--- src/rtl/chain_pkg.sv ---
package chain_pkg;
  // Per-slice status bits gathered by the merge stage.
  typedef struct packed {
    logic full;
    logic empty;
    logic half;
    logic wtok;
    logic rtok;
  } slice_stat_t;
endpackage

--- src/rtl/slice_ram.sv ---
module slice_ram #(
  parameter int DATA_W = 9,
  parameter int DEPTH  = 4,
  localparam int AW    = (DEPTH > 1) ? $clog2(DEPTH) : 1
) (
  input  logic              clk,
  input  logic              we,
  input  logic [AW-1:0]     waddr,
  input  logic [DATA_W-1:0] wdata,
  input  logic              re,
  input  logic [AW-1:0]     raddr,
  output logic [DATA_W-1:0] q
);
  logic [DATA_W-1:0] mem [DEPTH];

  always_ff @(posedge clk) begin
    if (we) mem[waddr] <= wdata;
  end

  always_ff @(posedge clk) begin
    if (re) q <= mem[raddr];
  end
endmodule

--- src/rtl/slice_ctrl.sv ---
module slice_ctrl
  import chain_pkg::*;
#(
  parameter int DEPTH = 4,
  localparam int AW   = (DEPTH > 1) ? $clog2(DEPTH) : 1,
  localparam int CW   = $clog2(DEPTH + 1)
) (
  input  logic          clk,
  input  logic          rst,
  input  logic          chained,
  input  logic          first_load,
  input  logic          xi_wr,
  input  logic          xi_rd,
  input  logic          wr_ok,
  input  logic          rd_ok,
  input  logic          retx_go,
  output logic [AW-1:0] wptr,
  output logic [AW-1:0] rptr,
  output logic          do_wr,
  output logic          do_rd,
  output logic          xo_wr,
  output logic          xo_rd,
  output logic          q_valid,
  output slice_stat_t   stat
);
  localparam logic [AW-1:0] LAST = AW'(DEPTH - 1);

  logic [CW-1:0] cnt;
  logic          wtok, rtok;
  logic          wr_last, rd_last;
  logic [AW-1:0] wptr_nxt, rptr_nxt;

  assign do_wr    = wr_ok & wtok;
  assign do_rd    = rd_ok & rtok;
  assign wr_last  = do_wr & (wptr == LAST);
  assign rd_last  = do_rd & (rptr == LAST);
  assign xo_wr    = wr_last & chained;
  assign xo_rd    = rd_last & chained;
  assign wptr_nxt = (wptr == LAST) ? '0 : wptr + 1'b1;
  assign rptr_nxt = (rptr == LAST) ? '0 : rptr + 1'b1;

  always_ff @(posedge clk) begin
    if (rst) begin
      wptr    <= '0;
      rptr    <= '0;
      cnt     <= '0;
      wtok    <= first_load;
      rtok    <= first_load;
      q_valid <= 1'b0;
    end else begin
      q_valid <= do_rd;
      if (retx_go) begin
        rptr <= '0;
        cnt  <= CW'(wptr);
      end else begin
        if (do_wr) wptr <= wptr_nxt;
        if (do_rd) rptr <= rptr_nxt;
        cnt <= cnt + CW'(do_wr) - CW'(do_rd);
      end
      if (chained) begin
        if (xi_wr)        wtok <= 1'b1;
        else if (wr_last) wtok <= 1'b0;
        if (xi_rd)        rtok <= 1'b1;
        else if (rd_last) rtok <= 1'b0;
      end
    end
  end

  always_comb begin
    stat.full  = wtok & (cnt == CW'(DEPTH));
    stat.empty = rtok & (cnt == '0);
    stat.half  = ~chained & (cnt > CW'(DEPTH / 2));
    stat.wtok  = wtok;
    stat.rtok  = rtok;
  end
endmodule

--- src/rtl/chain_slice.sv ---
module chain_slice
  import chain_pkg::*;
#(
  parameter int DATA_W = 9,
  parameter int DEPTH  = 4,
  localparam int AW    = (DEPTH > 1) ? $clog2(DEPTH) : 1
) (
  input  logic              clk,
  input  logic              rst,
  input  logic              chained,
  input  logic              first_load,
  input  logic              xi_wr,
  input  logic              xi_rd,
  input  logic              wr_ok,
  input  logic              rd_ok,
  input  logic              retx_go,
  input  logic [DATA_W-1:0] wr_data,
  output logic              xo_wr,
  output logic              xo_rd,
  output logic [DATA_W-1:0] q,
  output logic              q_valid,
  output slice_stat_t       stat
);
  logic [AW-1:0] wptr, rptr;
  logic          do_wr, do_rd;

  slice_ctrl #(.DEPTH(DEPTH)) u_ctrl (
    .clk(clk), .rst(rst), .chained(chained), .first_load(first_load),
    .xi_wr(xi_wr), .xi_rd(xi_rd), .wr_ok(wr_ok), .rd_ok(rd_ok),
    .retx_go(retx_go), .wptr(wptr), .rptr(rptr), .do_wr(do_wr),
    .do_rd(do_rd), .xo_wr(xo_wr), .xo_rd(xo_rd), .q_valid(q_valid),
    .stat(stat)
  );

  slice_ram #(.DATA_W(DATA_W), .DEPTH(DEPTH)) u_ram (
    .clk(clk), .we(do_wr), .waddr(wptr), .wdata(wr_data),
    .re(do_rd), .raddr(rptr), .q(q)
  );
endmodule

--- src/rtl/chain_merge.sv ---
module chain_merge
  import chain_pkg::*;
#(
  parameter int DATA_W = 9,
  parameter int SLICES = 3
) (
  input  slice_stat_t [SLICES-1:0]             stat_v,
  input  logic        [SLICES-1:0][DATA_W-1:0] q_v,
  input  logic        [SLICES-1:0]             qv_v,
  output logic                                 full,
  output logic                                 empty,
  output logic                                 half_full,
  output logic        [DATA_W-1:0]             rd_data,
  output logic                                 rd_valid
);
  always_comb begin
    full      = 1'b0;
    empty     = 1'b0;
    half_full = 1'b0;
    rd_data   = '0;
    rd_valid  = 1'b0;
    for (int i = 0; i < SLICES; i++) begin
      full      = full | stat_v[i].full;
      empty     = empty | stat_v[i].empty;
      half_full = half_full | stat_v[i].half;
      rd_valid  = rd_valid | qv_v[i];
      rd_data   = rd_data | (q_v[i] & {DATA_W{qv_v[i]}});
    end
  end
endmodule

--- src/rtl/depth_chain_fifo.sv ---
module depth_chain_fifo
  import chain_pkg::*;
#(
  parameter int DATA_W      = 9,
  parameter int SLICE_DEPTH = 4,
  parameter int SLICES      = 3,
  parameter int FIRST_SLICE = 1
) (
  input  logic              clk,
  input  logic              rst,
  input  logic              chain_en,
  input  logic              wr_en,
  input  logic [DATA_W-1:0] wr_data,
  input  logic              rd_en,
  input  logic              retx,
  output logic [DATA_W-1:0] rd_data,
  output logic              rd_valid,
  output logic              full,
  output logic              empty,
  output logic              half_full
);
  slice_stat_t [SLICES-1:0]             stat_v;
  logic        [SLICES-1:0][DATA_W-1:0] q_v;
  logic        [SLICES-1:0]             qv_v;
  logic        [SLICES-1:0]             xo_wr_v, xo_rd_v;
  logic        [SLICES-1:0]             wtok_v, rtok_v;
  logic                                 retx_go, wr_ok, rd_ok;

  // Retransmit acts only standalone and blocks traffic in its cycle.
  assign retx_go = retx & ~chain_en;
  assign wr_ok   = wr_en & ~full & ~retx_go;
  assign rd_ok   = rd_en & ~empty & ~retx_go;

  for (genvar i = 0; i < SLICES; i++) begin : g_slice
    localparam int PREV = (i == 0) ? SLICES - 1 : i - 1;
    logic xi_wr, xi_rd;
    assign xi_wr     = xo_wr_v[PREV] & chain_en;
    assign xi_rd     = xo_rd_v[PREV] & chain_en;
    assign wtok_v[i] = stat_v[i].wtok;
    assign rtok_v[i] = stat_v[i].rtok;

    chain_slice #(.DATA_W(DATA_W), .DEPTH(SLICE_DEPTH)) u_slice (
      .clk(clk), .rst(rst), .chained(chain_en),
      .first_load(i == FIRST_SLICE),
      .xi_wr(xi_wr), .xi_rd(xi_rd), .wr_ok(wr_ok), .rd_ok(rd_ok),
      .retx_go(retx_go), .wr_data(wr_data),
      .xo_wr(xo_wr_v[i]), .xo_rd(xo_rd_v[i]),
      .q(q_v[i]), .q_valid(qv_v[i]), .stat(stat_v[i])
    );
  end

  chain_merge #(.DATA_W(DATA_W), .SLICES(SLICES)) u_merge (
    .stat_v(stat_v), .q_v(q_v), .qv_v(qv_v),
    .full(full), .empty(empty), .half_full(half_full),
    .rd_data(rd_data), .rd_valid(rd_valid)
  );
endmodule

--- config.mk ---
export PLATFORM = sky130hd
export DESIGN_NAME = depth_chain_fifo
export DESIGN_NICKNAME = d
export VERILOG_FILES = /design/src/rtl/chain_pkg.sv /design/src/rtl/slice_ram.sv /design/src/rtl/slice_ctrl.sv /design/src/rtl/chain_slice.sv /design/src/rtl/chain_merge.sv /design/src/rtl/depth_chain_fifo.sv
export SDC_FILE = /design/constraint.sdc
export NUM_CORES = 1
export LEC_CHECK = 0
export ABC_AREA = 1
export BUFFER_PORTS_ARGS = -buffer_cell sky130_fd_sc_hd__buf_2
export CAP_MARGIN = 20
export CORE_ASPECT_RATIO = 0.8
export CORE_UTILIZATION = 55
export CTS_CLUSTER_SIZE = 28
export DETAILED_ROUTE_END_ITERATION = 12
export PLACE_DENSITY = 0.75
export SYNTH_ARGS = -nofsm -noshare
export SYNTH_HDL_FRONTEND = slang
export SYNTH_SLANG_ARGS = --single-unit
--- constraint.sdc ---
create_clock -name clk -period 2.15 [get_ports clk]
set_input_delay 0.1075 -clock clk [delete_from_list [all_inputs] [get_ports clk]]
set_output_delay 0.1075 -clock clk [all_outputs]
set_load 0.02 [all_outputs]
==> flow_summary.json <==
{
  "drv_cap": 0,
  "dp.final_hpwl_um": 9078,
  "start_util_pct": 57.70,
  "status": "complete, no violations",
  "critPathRequiredTime_ns": 2.46,
  "syn_inst": 565,
  "overflow": 0,
  "postRouteAntennaNets": 0,
  "die_w_um": 126.3,
  "rows": 35,
  "fin_area_sq_um": 7797,
  "cts_buffer_depth": 2,
  "gp_congestion": 0.8189,
  "fill_cells": 838,
  "grt_pass1_wl_um": 21150,
  "slew_violations": 0,
  "antenna_found_initial": 0,
  "p_per_area_nw_per_um2": 930.4,
  "h-tree-depth": 4,
  "worst_pin_slew_ns": 0.5237,
  "postCtsSetupBuffers": 0,
  "setup_viol": 0,
  "grt.met1_usage_pct": 31.13,
  "post_drt_wl_per_cell_um": 17.36,
  "final_common_cell": "edfxtp_1",
  "num_antenna_cells": 0,
  "portBuffers": 27,
  "slew_headroom_pct": 64.96,
  "grt_busiest_layer": "met2",
  "grt_max_degree": 20,
  "multi_input_area_sq_um": 1858,
  "cts_tree": "yes",
  "yosys_register_bits": 165,
  "final_cell_mix": "135 x edfxtp_1, 90 x nor2_1, 70 x o21ai_0",
  "core-area_sq_um": 11780,
  "yosysUniqueCellTypes": 28,
  "synth_area_sq_um": 6797,
  "vias": 4317,
  "via_per_inst": 5.549,
  "grtUsageMet3_pct": 5.177,
  "cp.arrival_ns": 2.37,
  "hp-class": "input port to register",
  "synth.net_count": 607,
  "grtUsageMet2_pct": 35.15,
  "wirelength_um": 13510,
  "hold_violations": 0,
  "cts_made_buffers": 17,
  "drc": 0,
  "grt_pass1_vias": 4093,
  "total_leakage_power_uw": 0.002967,
  "skew_ns": 0.004952,
  "yosys_warnings": 0,
  "finalCritPeriodShare_pct": 95.53,
  "min_period_ns": 2.054,
  "setup.worst_path.class": "register to register",
  "seqCellArea_sq_um": 4658,
  "grtUsageTotal_pct": 22.30,
  "postPlaceCellArea_sq_um": 7211,
  "start_kind": "register",
  "cts-root-buf": "clkbuf_16",
  "io_pins": 28,
  "path_clk_slew_ns": 0.07,
  "drive_gt1_share_pct": 17.78,
  "holdWs_ns": 0.04820,
  "cts_sinks": 165,
  "layout.nets": 659,
  "dieArea_sq_um": 12810,
  "first_pass_iters": 5,
  "fmax_mhz": 486.9,
  "areaGrowthSynthToFinish_pct": 14.73,
  "crit_path_max_fanout": 5,
  "max-vdd-ir-drop_uv": 621.6,
  "cp-end-kind": "register",
  "die_y_um": 101.4,
  "ys_seq_area_share_pct": 68.48,
  "dr.first_iter.drc_count": 400,
  "clk_latency_ns": 0.42,
  "synth_area_per_cell_sq_um": 12.03
}
-- synthesized netlist by cell type --
cell type | n | area (sq um)
edfxtp_1 | 135 | 4054
nor2_1 | 93 | 349.1
o21ai_0 | 70 | 350.3
inv_1 | 58 | 217.7
nand2_1 | 40 | 150.1
dfxtp_1 | 30 | 600.6
o22ai_1 | 27 | 168.9
ha_1 | 24 | 300.3
a21oi_1 | 16 | 80.08
clkbuf_1 | 16 | 60.06
nand3_1 | 16 | 80.08
nor2_4 | 5 | 56.30
nand2_2 | 4 | 25.02
o21ai_1 | 4 | 20.02
a31o_2 | 3 | 26.28
fa_1 | 3 | 60.06
inv_2 | 3 | 11.26
nand4_1 | 3 | 18.77
xnor2_1 | 3 | 26.28
buf_6 | 2 | 22.52
nand2_4 | 2 | 22.52
nor2_8 | 2 | 40.04
a31oi_1 | 1 | 6.260
and3_1 | 1 | 6.260
nand3_2 | 1 | 10.01
nand4_4 | 1 | 21.27
nor2_2 | 1 | 6.260
or3_1 | 1 | 6.260
-- power by group --
group          internal [uW]  switching [uW]
sequential              3610            69.4
clock                   1510            1300
combinational            271             483
total                   5400            1860
-- through the flow --
step,power [uW],util (%),worst slack (ns),TNS (ns),instances
finish,7255,66.19,0.09615,0,778
global route,7496,66.19,-0.01237,-0.01237,778
detailed placement,4484,61.21,0.03350,0,745
global placement,4447,61.21,0.06484,0,745
floorplan,4235,-,-0.01759,-0.03938,565
CTS,7264,65.96,0.01103,0,778
-- final timing paths --
| check | start | endpoint | slack [ns] | cells past startpoint |
|---|---|---|---|---|
| max | g_slice[1].u_slice.u_ctrl.cnt[2]$_SDFF_PP0_ | g_slice[2].u_slice.u_ctrl.cnt[2]$_SDFF_PP0_ | 0.1 | 11 |
| min | wr_data[8] | g_slice[0].u_slice.u_ram.mem[1][8]$_DFFE_PP_ | 0.05 | 1 |
| max reg2reg | g_slice[1].u_slice.u_ctrl.cnt[2]$_SDFF_PP0_ | g_slice[2].u_slice.u_ctrl.cnt[2]$_SDFF_PP0_ | 0.1 | 11 |
| min reg2reg | g_slice[2].u_slice.u_ctrl.rtok$_SDFFE_PP0P_ | g_slice[2].u_slice.u_ctrl.rtok$_SDFFE_PP0P_ | 0.52 | 2 |
-- cells by family after synthesis --
kind of cell / after synthesis / share of synthesized area (%)
flip-flops: 165 / 68.48
XOR/XNOR: 3 / 0.3867
buffers and inverters: 79 / 4.584
adder cells (fa/ha/maj): 27 / 5.302
AO/OA/AOI/OAI: 121 / 9.592
AND/OR/NAND/NOR: 170 / 11.65
-- worst max-delay path, cell delays in order (launching register included) --
cell and delay (ns):
dfxtp_1 0.35, inv_1 0.10, nand3_2 0.11, nand4_4 0.18
nor2_4 0.13, ha_1 0.23, inv_1 0.06, ha_1 0.14
inv_1 0.05, fa_1 0.38, xnor2_1 0.16, nor2_1 0.06
-- flip-flops by register name (all words and copies together), names as in the netlist --
name and cells:
g_slice.u_slice.u_ctrl.rptr 6, g_slice.u_slice.u_ram.q 27, g_slice.u_slice.u_ctrl.q_valid 3, g_slice.u_slice.u_ctrl.wtok 3
g_slice.u_slice.u_ctrl.rtok 3, g_slice.u_slice.u_ctrl.wptr 6, g_slice.u_slice.u_ctrl.cnt 9, g_slice.u_slice.u_ram.mem 108
-- layer usage --
metal / up-vias / share of wire, %
met5: - / 0
met4: 0 / 1.3
met3: 17 / 7.0
met2: 152 / 46
met1: 2069 / 46
li1: 2079 / -
-- cell type report --
cell class | count | area share, %
tap | 148 | 2.375
clock buffer | 18 | 5.504
sequential | 165 | 59.74
timing repair buffer | 51 | 4.076
multi-input combinational | 321 | 23.83
inverter | 61 | 2.936
clock inverter | 14 | 1.540
-- repair_timing --
| item | in CTS | in global routing |
|---|---|---|
| endpoints found under the hold margin | 7 | 0 |
| hold buffers | 1 | 0 |
| resized for setup | 0 | 7 |
| setup endpoints to repair | 0 | 6 |
Note: power is estimated with default switching activity, not from simulation.
